## config.mk

```make
export PLATFORM = sky130hd
export DESIGN_NAME = sdram_row_tracker
export DESIGN_NICKNAME = d
export VERILOG_FILES = /design/src/rtl/sdram_row_pkg.sv /design/src/rtl/sdram_row_table.sv /design/src/rtl/sdram_row_ctrl.sv /design/src/rtl/sdram_row_tracker.sv
export SDC_FILE = /design/constraint.sdc
export NUM_CORES = 1
export LEC_CHECK = 0
export CORE_ASPECT_RATIO = 1.2
export CORE_MARGIN = 10
export CORE_UTILIZATION = 60
export CTS_BUF_LIST = sky130_fd_sc_hd__clkbuf_4 sky130_fd_sc_hd__clkbuf_8
export CTS_CLUSTER_SIZE = 16
export DETAILED_ROUTE_END_ITERATION = 10
export PLACE_DENSITY = 0.84
export SLEW_MARGIN = 5
export SYNTH_ARGS = -nofsm -noshare
export SYNTH_HDL_FRONTEND = slang
export SYNTH_SLANG_ARGS = --single-unit
export TNS_END_PERCENT = 30
```

## constraint.sdc

```tcl
create_clock -name clk -period 6.5 [get_ports clk]
set_clock_uncertainty 0.05 [all_clocks]
set_input_delay 0.65 -clock clk [delete_from_list [all_inputs] [get_ports clk]]
set_output_delay 0.65 -clock clk [all_outputs]
set_load 0.01 [all_outputs]
```

## src/rtl/sdram_row_pkg.sv

```systemverilog
package sdram_row_pkg;
  localparam int NUM_BANKS = 4;
  localparam int BANK_W = $clog2(NUM_BANKS);

  typedef enum logic [2:0] {
    CMD_NOP    = 3'd0,
    CMD_ACT    = 3'd1,
    CMD_RD     = 3'd2,
    CMD_WR     = 3'd3,
    CMD_PRE    = 3'd4,
    CMD_PREALL = 3'd5
  } cmd_e;

  // strobes from control to the bank table
  typedef struct packed {
    logic              act;
    logic              pre;
    logic              preAll;
    logic [BANK_W-1:0] bank;
  } bankStrobe_t;
endpackage

```

## src/rtl/sdram_row_table.sv

```systemverilog
module sdram_row_table
  import sdram_row_pkg::*;
#(
  parameter int ROW_W        = 13,
  parameter int T_RCD        = 3,
  parameter int T_RP         = 3,
  parameter int T_RAS_MIN    = 6,
  parameter int T_RAS_MAX    = 7000,
  parameter int CLOSE_MARGIN = 16
) (
  input  logic                 clk,
  input  logic                 rstN,
  input  bankStrobe_t          stb,
  input  logic [ROW_W-1:0]     actRow,
  input  logic [ROW_W-1:0]     lookupRow,
  output logic [NUM_BANKS-1:0] openVec,
  output logic [NUM_BANKS-1:0] rowMatch,
  output logic [NUM_BANKS-1:0] rcdOk,
  output logic [NUM_BANKS-1:0] rpOk,
  output logic [NUM_BANKS-1:0] rasMinOk,
  output logic [NUM_BANKS-1:0] forceVec
);
  localparam int GAP_MAX  = (T_RCD > T_RP) ? T_RCD : T_RP;
  localparam int GAP_W    = $clog2(GAP_MAX + 1);
  localparam int RAS_W    = $clog2(T_RAS_MAX + 1);
  localparam int FORCE_AT = T_RAS_MAX - CLOSE_MARGIN;

  for (genvar b = 0; b < NUM_BANKS; b++) begin : g_bank
    logic             valid;
    logic [ROW_W-1:0] row;
    logic [GAP_W-1:0] gapCnt;  // activate-to-access or precharge-to-activate wait
    logic [RAS_W-1:0] rasCnt;  // cycles since activate
    logic             selAct;
    logic             selPre;

    assign selAct = stb.act && (stb.bank == BANK_W'(b));
    assign selPre = (stb.pre && (stb.bank == BANK_W'(b))) || stb.preAll;

    always_ff @(posedge clk or negedge rstN) begin
      if (!rstN) begin
        valid  <= 1'b0;
        row    <= '0;
        gapCnt <= '0;
        rasCnt <= '0;
      end else if (selAct) begin
        valid  <= 1'b1;
        row    <= actRow;
        gapCnt <= GAP_W'(T_RCD);
        rasCnt <= '0;
      end else if (selPre) begin
        valid  <= 1'b0;
        gapCnt <= GAP_W'(T_RP);
        rasCnt <= '0;
      end else begin
        if (gapCnt != '0) gapCnt <= gapCnt - 1'b1;
        if (valid && (rasCnt != RAS_W'(T_RAS_MAX))) rasCnt <= rasCnt + 1'b1;
      end
    end

    // a command decided now shows one cycle later, hence the "<= 1" and "-1"
    assign openVec[b]  = valid;
    assign rowMatch[b] = (row == lookupRow);
    assign rcdOk[b]    = valid && (gapCnt <= GAP_W'(1));
    assign rpOk[b]     = !valid && (gapCnt <= GAP_W'(1));
    assign rasMinOk[b] = valid && (rasCnt >= RAS_W'(T_RAS_MIN - 1));
    assign forceVec[b] = valid && (rasCnt >= RAS_W'(FORCE_AT));
  end
endmodule

```

## src/rtl/sdram_row_ctrl.sv

```systemverilog
module sdram_row_ctrl
  import sdram_row_pkg::*;
#(
  parameter int ROW_W = 13
) (
  input  logic                 clk,
  input  logic                 rstN,
  input  logic                 reqValid,
  input  logic [BANK_W-1:0]    reqBank,
  input  logic [ROW_W-1:0]     reqRow,
  input  logic                 reqWrite,
  input  logic                 refreshPending,
  input  logic [NUM_BANKS-1:0] openVec,
  input  logic [NUM_BANKS-1:0] rowMatch,
  input  logic [NUM_BANKS-1:0] rcdOk,
  input  logic [NUM_BANKS-1:0] rpOk,
  input  logic [NUM_BANKS-1:0] rasMinOk,
  input  logic [NUM_BANKS-1:0] forceVec,
  output bankStrobe_t          stb,
  output logic                 reqReady,
  output logic                 refreshGo,
  output cmd_e                 cmdCode,
  output logic [BANK_W-1:0]    cmdBank,
  output logic [ROW_W-1:0]     cmdRow
);
  cmd_e              nextCode;
  logic [BANK_W-1:0] nextBank;
  logic              forceFound;
  logic [BANK_W-1:0] forceBank;

  always_comb begin
    forceFound = 1'b0;
    forceBank  = '0;
    for (int i = NUM_BANKS - 1; i >= 0; i--) begin
      if (forceVec[i]) begin
        forceFound = 1'b1;
        forceBank  = BANK_W'(i);
      end
    end
  end

  always_comb begin
    stb       = '0;
    nextCode  = CMD_NOP;
    nextBank  = reqBank;
    reqReady  = 1'b0;
    refreshGo = 1'b0;
    if (forceFound) begin
      stb.pre  = 1'b1;
      stb.bank = forceBank;
      nextCode = CMD_PRE;
      nextBank = forceBank;
    end else if (refreshPending) begin
      nextBank = '0;
      if (|openVec) begin
        if (&(~openVec | rasMinOk)) begin
          stb.preAll = 1'b1;
          nextCode   = CMD_PREALL;
        end
      end else begin
        refreshGo = &rpOk;
      end
    end else if (reqValid) begin
      stb.bank = reqBank;
      if (openVec[reqBank] && rowMatch[reqBank]) begin
        if (rcdOk[reqBank]) begin
          reqReady = 1'b1;
          nextCode = reqWrite ? CMD_WR : CMD_RD;
        end
      end else if (openVec[reqBank]) begin
        if (rasMinOk[reqBank]) begin
          stb.pre  = 1'b1;
          nextCode = CMD_PRE;
        end
      end else if (rpOk[reqBank]) begin
        stb.act  = 1'b1;
        nextCode = CMD_ACT;
      end
    end
  end

  always_ff @(posedge clk or negedge rstN) begin
    if (!rstN) begin
      cmdCode <= CMD_NOP;
      cmdBank <= '0;
      cmdRow  <= '0;
    end else begin
      cmdCode <= nextCode;
      cmdBank <= nextBank;
      cmdRow  <= reqRow;
    end
  end
endmodule

```

## src/rtl/sdram_row_tracker.sv

```systemverilog
module sdram_row_tracker
  import sdram_row_pkg::*;
#(
  parameter int ROW_W        = 13,
  parameter int T_RCD        = 3,
  parameter int T_RP         = 3,
  parameter int T_RAS_MIN    = 6,
  parameter int T_RAS_MAX    = 7000,
  parameter int CLOSE_MARGIN = 16
) (
  input  logic             clk,
  input  logic             rstN,
  input  logic             reqValid,
  output logic             reqReady,
  input  logic [1:0]       reqBank,
  input  logic [ROW_W-1:0] reqRow,
  input  logic             reqWrite,
  input  logic             refreshPending,
  output logic             refreshGo,
  output logic [2:0]       cmdCode,
  output logic [1:0]       cmdBank,
  output logic [ROW_W-1:0] cmdRow
);
  bankStrobe_t          stb;
  logic [NUM_BANKS-1:0] openVec, rowMatch, rcdOk, rpOk, rasMinOk, forceVec;
  cmd_e                 cmdEnum;

  sdram_row_table #(
    .ROW_W(ROW_W), .T_RCD(T_RCD), .T_RP(T_RP), .T_RAS_MIN(T_RAS_MIN),
    .T_RAS_MAX(T_RAS_MAX), .CLOSE_MARGIN(CLOSE_MARGIN)
  ) u_table (
    .clk(clk), .rstN(rstN), .stb(stb), .actRow(reqRow), .lookupRow(reqRow),
    .openVec(openVec), .rowMatch(rowMatch), .rcdOk(rcdOk), .rpOk(rpOk),
    .rasMinOk(rasMinOk), .forceVec(forceVec)
  );

  sdram_row_ctrl #(.ROW_W(ROW_W)) u_ctrl (
    .clk(clk), .rstN(rstN), .reqValid(reqValid), .reqBank(reqBank), .reqRow(reqRow),
    .reqWrite(reqWrite), .refreshPending(refreshPending), .openVec(openVec),
    .rowMatch(rowMatch), .rcdOk(rcdOk), .rpOk(rpOk), .rasMinOk(rasMinOk),
    .forceVec(forceVec), .stb(stb), .reqReady(reqReady), .refreshGo(refreshGo),
    .cmdCode(cmdEnum), .cmdBank(cmdBank), .cmdRow(cmdRow)
  );

  assign cmdCode = cmdEnum;
endmodule

```

==> reports/results.ini, run 1 <==
[pwr]
combPwrFrac_pct = 28.6
power_density_nw_per_um2 = 332.2
intPower_mw = 1.774
p_seq_share_pct = 44.4
pwr-share-clk_pct = 27.0
peakVddDrop_uv = 190.0
p_sw_mw = 0.9188
p_sw_share_pct = 34.11
power.leakage_nw = 3.685
p_total_mw = 2.693

[synthesis]
synth_edf_count = 0
syn_nets = 754
dominantRegCellSynth = dfrtp_1
synthCells = 714
synth_top_area_share_pct = 46.17
syn_area_um2 = 7263
syn_avg_cell_area_um2 = 10.17
synth_seq_cells = 134
yosys_warnings = 0
yosysSeqAreaShare_pct = 46.17
synthArstFlopShare_pct = 100.0
yosysMostFrequentCell = dfrtp_1
synth_top_cells_by_count = 134 x dfrtp_1, 67 x nand2_1, 64 x xor2_1, 51 x nor2_1, 40 x xnor2_1
synth_cell_types = 60
yosys-top-cells-area = dfrtp_1 46%, xor2_1 7.7%, xnor2_1 4.8%, mux2_2 4.5%, nand2_1 3.5%
synth_top_area_cell = dfrtp_1

[worst_setup_path]
path_cells = clkdlybuf4s50_1, xor2_1, nor4_1, nand2_1, o31ai_1, and3_1, o21ai_0, nor2_1, clkdlybuf4s50_1
endpoint = reqReady
end_kind = output port
timing.critical_path.mode_cell = clkdlybuf4s50_1
cp_num_cells = 9
critPathBufInv = 2
worstReg2RegStart = u_table.g_bank[3].rasCnt[7]
crit_arrival_ns = 3.42
path_max_fanout = 9
setup.worst_path.start = reqRow[10]
r2r_end = u_table.g_bank[2].gapCnt[1]
crit_path_start_kind = primary input
worstSetupPathType = primary input to output port
r2r.worst_path.cells = 7
critPathSlowestCell = clkdlybuf4s50_1
cp.required_ns = 5.80
crit_family = buffers and inverters
reg2reg_slack_ns = 3.21
critical_path.max_stage_delay_ns = 0.61

[cells_and_area]
insertedDiodeCount = 0
final_nets = 776
fin_area_um2 = 8107
fillers = 865
drive_gt1_share_pct = 11.50
synthToLayoutAreaGrowth_pct = 11.61

[flow_run]
max_cap_violations = 0

[floorplan]
die_h_um = 140.5
rows = 43
die_w_um = 120.4
dieArea_um2 = 16920
pin_count = 40
core_um2 = 11730
start_util_pct = 61.93

[place]
portBuffers = 39
place_area_um2 = 7691
gp_congestion = 0.9355
dpl.hpwl_mm = 11.00

[routing]
dr.first_iter.drc_count = 520
route.detailed.drc = 0
first_pass_iters = 5
wl_mm = 16.22
avgRoutedWirePerCell_um = 17.93
vias_per_cell = 6.018
vias = 5446
drtAntennaViolNets = 0

[clock_tree]
tritoncts = built
clock_latency_ns = 0.46
cts.reportedPaths.clkPinSlew_ns = 0.07
cts.sinks = 134
postCtsHoldBufs = 0
numCtsBuffers = 17
postCtsSetupRepairBufs = 0
cts_resized = 0
clk_path_buf_depth = 2
clock-root-buffer = clkbuf_8
h-tree-depth = 4

[timing]
setup_viol = 0
hold_viol = 0
tightest_slew_ns = 1.253
relSlewSlack_pct = 16.09
max_freq_ghz = 0.2430
hold_ws_ns = 0.1142
slew_violations = 0
fin_tns_setup_ns = 0
rsz0062_at_grt = no
fin_crit_ns = 4.115
period_share_pct = 63.31

[grt]
grt_pass1_vias = 5598
grt_max_degree = 70
grt_use_total_pct = 19.72
overflow = 0
grt_antenna_before_repair = 0
grt_pass1_wl_mm = 27.26

[status]
status = finished clean

[min_path]
hold_class = primary input to async pin

[power groups by stage]
stage / Sequential (mW) / Clock (mW) / Combinational, mW
after CTS: 1.19 / 0.736 / 0.771
after floorplan: 1.16 / 0 / 0.580
final: 1.20 / 0.726 / 0.770
after global routing: 1.22 / 0.771 / 0.852
after detailed placement: 1.21 / 0 / 0.758
after global placement: 1.19 / 0 / 0.717
[routing by layer]
layer  vias to the layer above  track usage (%)  wire length [µm]
met1                      2690            23.32              6852
met4                         0            9.097               364
met3                        32            4.825               834
li1                       2536                -                 -
met5                         -                0                 0
met2                       188            32.91              8173
[stage by stage]
stage          util (%)  std cells  setup slack [ns]
6_report          69.12        905             2.385
5_1_grt           69.12        905             2.240
3_5_place_dp      65.58        874             2.480
4_1_cts           69.12        905             2.371
3_3_place_gp      65.58        874             2.522
2_1_floorplan         -        714             3.757
[logic make-up after synthesis]
family | count (synthesis) | share of synthesized area [%]
AND/OR/NAND/NOR | 281 | 19.74
adder cells (fa/ha/maj) | 20 | 3.445
AO/OA/AOI/OAI | 60 | 6.150
flip-flops | 134 | 46.17
XOR/XNOR | 104 | 12.54
multiplexers | 46 | 7.735
buffers and inverters | 69 | 4.220
[registers in the layout, indices dropped and copies added, names as in the netlist]
register               flops
u_ctrl.cmdCode             3
u_table.g_bank.row        52
u_ctrl.cmdRow             13
u_table.g_bank.valid       4
u_table.g_bank.rasCnt     52
u_table.g_bank.gapCnt      8
u_ctrl.cmdBank             2
[final cells by class]
| type | count | area [µm²] | share of cell area (%) |
|---|---|---|---|
| tap | 157 | 196.4 | 2.423 |
| clock inverter | 12 | 153.9 | 1.898 |
| timing repair buffer | 43 | 421.7 | 5.201 |
| sequential | 134 | 3353 | 41.36 |
| multi-input combinational | 511 | 3611 | 44.54 |
| inverter | 29 | 108.9 | 1.343 |
| clock buffer | 19 | 261.5 | 3.226 |
[worst min-delay path by stage]
stage / depth (start not counted) / endpoint / slack [ns]
6_report: 1 / u_table.g_bank[0].rasCnt[7] / 0.11
5_1_grt: 1 / u_table.g_bank[0].rasCnt[7] / 0.16
4_1_cts: 1 / u_table.g_bank[0].rasCnt[7] / 0.14
3_5_place_dp: 2 / u_table.g_bank[1].row[11] / 0.44
3_3_place_gp: 2 / u_table.g_bank[1].row[2] / 0.43
2_1_floorplan: 0 / u_ctrl.cmdBank[0] / 0.30
[layout by cell type (no fill, tap or decap), types with 7 or more instances in the layout]
master and n:
nand4_1 21, nor3_1 24, xor2_1 64, clkdlybuf4s50_1 38
ha_1 20, nor4_1 30, a21oi_1 7, o31ai_1 9
inv_1 29, nand3_1 35, and3_1 14, mux2_4 13
nor2_1 50, clkbuf_8 19, nand2_1 67, mux2_2 29
dfrtp_1 134, xnor2_1 40
Note: power is estimated with default switching activity, not from simulation.
==> run 2: changes to the inputs <==
--- a/config.mk
+++ b/config.mk
@@ -7,11 +7,11 @@
 export LEC_CHECK = 0
 export CORE_ASPECT_RATIO = 1.2
 export CORE_MARGIN = 10
-export CORE_UTILIZATION = 60
+export CORE_UTILIZATION = 56
 export CTS_BUF_LIST = sky130_fd_sc_hd__clkbuf_4 sky130_fd_sc_hd__clkbuf_8
 export CTS_CLUSTER_SIZE = 16
 export DETAILED_ROUTE_END_ITERATION = 10
-export PLACE_DENSITY = 0.84
+export PLACE_DENSITY = 0.82
 export SLEW_MARGIN = 5
 export SYNTH_ARGS = -nofsm -noshare
 export SYNTH_HDL_FRONTEND = slang
==> constraint.sdc (replaced) <==
create_clock -name clk -period 3.69 [get_ports clk]
set_clock_uncertainty 0.05 [all_clocks]
set_input_delay 0.369 -clock clk [delete_from_list [all_inputs] [get_ports clk]]
set_output_delay 0.369 -clock clk [all_outputs]
set_load 0.01 [all_outputs]
==> run 2 against run 1 <==
Against the previous run: design area is 0.96% higher; cell count increased by 1.8%; hold slack improved by 0.14 ns; total power increased by 76%; clock power up 72%; sequential cell count did not move; critical endpoint unchanged; highest routed layer unchanged.
==> reports/results.ini, run 2 (synthesized netlist as in run 1, its figures left out) <==
[status]
status = finished clean

[pwr]
power.leakage_nw = 3.725
power_density_nw_per_um2 = 578.0
peakVddDrop_uv = 412.0

[cells_and_area]
final_nets = 784
reg.largest.list = u_table.g_bank.rasCnt: 52 flops, u_table.g_bank.row: 52 flops, u_ctrl.cmdRow: 13 flops
instances_no_fill = 921
drive_gt1_share_pct = 12.42
most-common-layout-cells = 134 x dfrtp_1, 67 x nand2_1, 64 x xor2_1
insertedDiodeCount = 0
fin_area_um2 = 8184
fillers = 947
final_common_cell = dfrtp_1
synthToLayoutAreaGrowth_pct = 12.68

[timing]
fin_crit_ns = 3.426
setup_viol = 0
hold_viol = 0
rsz0062_at_grt = no
max_freq_ghz = 0.2919
setup_slack_ns = 0.2643
period_share_pct = 92.84
hold_ws_ns = 0.2571
relSlewSlack_pct = 30.98
slew_violations = 0
fin_tns_setup_ns = 0
tightest_slew_ns = 1.033

[place]
pre_cts_slack_ns = 0.2415
dp_cells = 888
dpl.hpwl_mm = 11.33
place_area_um2 = 7765
gp_congestion = 0.8908
portBuffers = 39

[clock_tree]
clock_latency_ns = 0.45
tritoncts = built
numCtsBuffers = 17
clock-root-buffer = clkbuf_8
h-tree-depth = 4
cts.sinks = 134
clk_path_buf_depth = 2
postCtsSetupRepairBufs = 0
cts.reportedPaths.clkPinSlew_ns = 0.08

[grt]
grt_pass1_vias = 5577
overflow = 0
grt_pass1_wl_mm = 27.38
grt_max_degree = 72
grt_antenna_before_repair = 0
grt_use_total_pct = 19.16

[floorplan]
die_w_um = 124.0
pin_count = 40
start_util_pct = 57.33
core_um2 = 12670
rows = 45
die_h_um = 144.8
dieArea_um2 = 17940

[worst_setup_path]
end_kind = output port
crit_path_start_kind = primary input
worstSetupPathType = primary input to output port
crit_arrival_ns = 3.01
path_max_fanout = 9
cp.required_ns = 3.27

[routing]
avgRoutedWirePerCell_um = 17.53
first_pass_iters = 7
vias = 5494
wl_mm = 16.15
drtAntennaViolNets = 0
route.detailed.drc = 0
vias_per_cell = 5.965
dr.first_iter.drc_count = 361

[flow_run]
max_cap_violations = 0

[min_path]
hold_class = primary input to flop

==> run 2: power by group <==
group          switching (mW)  internal, mW
sequential              0.303          1.81
combinational           0.736         0.637
clock                   0.603         0.645
==> run 2: worst paths after layout <==
kind	startpoint	end	slack (ns)	cells after the start
max	reqRow[7]	reqReady	0.26	9
min	reqRow[5]	u_ctrl.cmdRow[5]	0.26	1
max reg2reg	u_table.g_bank[3].valid	u_table.g_bank[1].gapCnt[0]	0.65	6
min reg2reg	u_table.g_bank[1].row[8]	u_table.g_bank[1].row[8]	0.46	2
max in group asynchronous	rstN	u_table.g_bank[1].row[8]	2.38	3
min in group asynchronous	rstN	u_table.g_bank[0].rasCnt[0]	0.43	2
==> run 2: per-stage QoR <==
stage / power (mW) / util (%)
after floorplan: 3.065 / -
after global placement: 3.383 / 61.29
after detailed placement: 3.491 / 61.29
after CTS: 4.748 / 64.58
after global routing: 5.011 / 64.60
final: 4.730 / 64.60
==> run 2: timing repair <==
action | 4_1_cts | 5_1_grt
endpoints found under the setup margin | 0 | 1
endpoints found under the hold margin | 70 | 0
resized for setup | 0 | 1
hold buffers | 1 | 0
==> run 2: final cells by class <==
class / count / area, µm² / share of cell area [%]
clock buffer: 20 / 262.8 / 3.211
clock inverter: 12 / 143.9 / 1.758
inverter: 29 / 108.9 / 1.330
multi-input combinational: 511 / 3611 / 44.12
sequential: 134 / 3353 / 40.97
tap: 164 / 205.2 / 2.507
timing repair buffer: 51 / 499.2 / 6.100
==> run 2: worst max-delay path, cell delays in order <==
cell,delay (ns)
clkdlybuf4s50_1,0.61
xor2_1,0.25
nor4_1,0.37
nand2_1,0.14
o31ai_1,0.26
and3_1,0.20
o21ai_0,0.09
nor2_1,0.15
clkdlybuf4s50_1,0.57
==> run 2: metal layers <==
layer  global-route usage, %  wire, µm  vias up
li1                        -         -     2546
met5                       0         0        -
met3                   4.380       989       36
met4                   8.434       365        0
met1                   22.79      6629     2723
met2                   32.28      8162      189
==> run 3: changes to the inputs <==
--- a/config.mk
+++ b/config.mk
@@ -5,6 +5,7 @@
 export SDC_FILE = /design/constraint.sdc
 export NUM_CORES = 1
 export LEC_CHECK = 0
+export CAP_MARGIN = 20
 export CORE_ASPECT_RATIO = 1.2
 export CORE_MARGIN = 10
 export CORE_UTILIZATION = 56
==> results of run 3 <==
The final DEF is identical to that of run 2; final timing and power are the same.
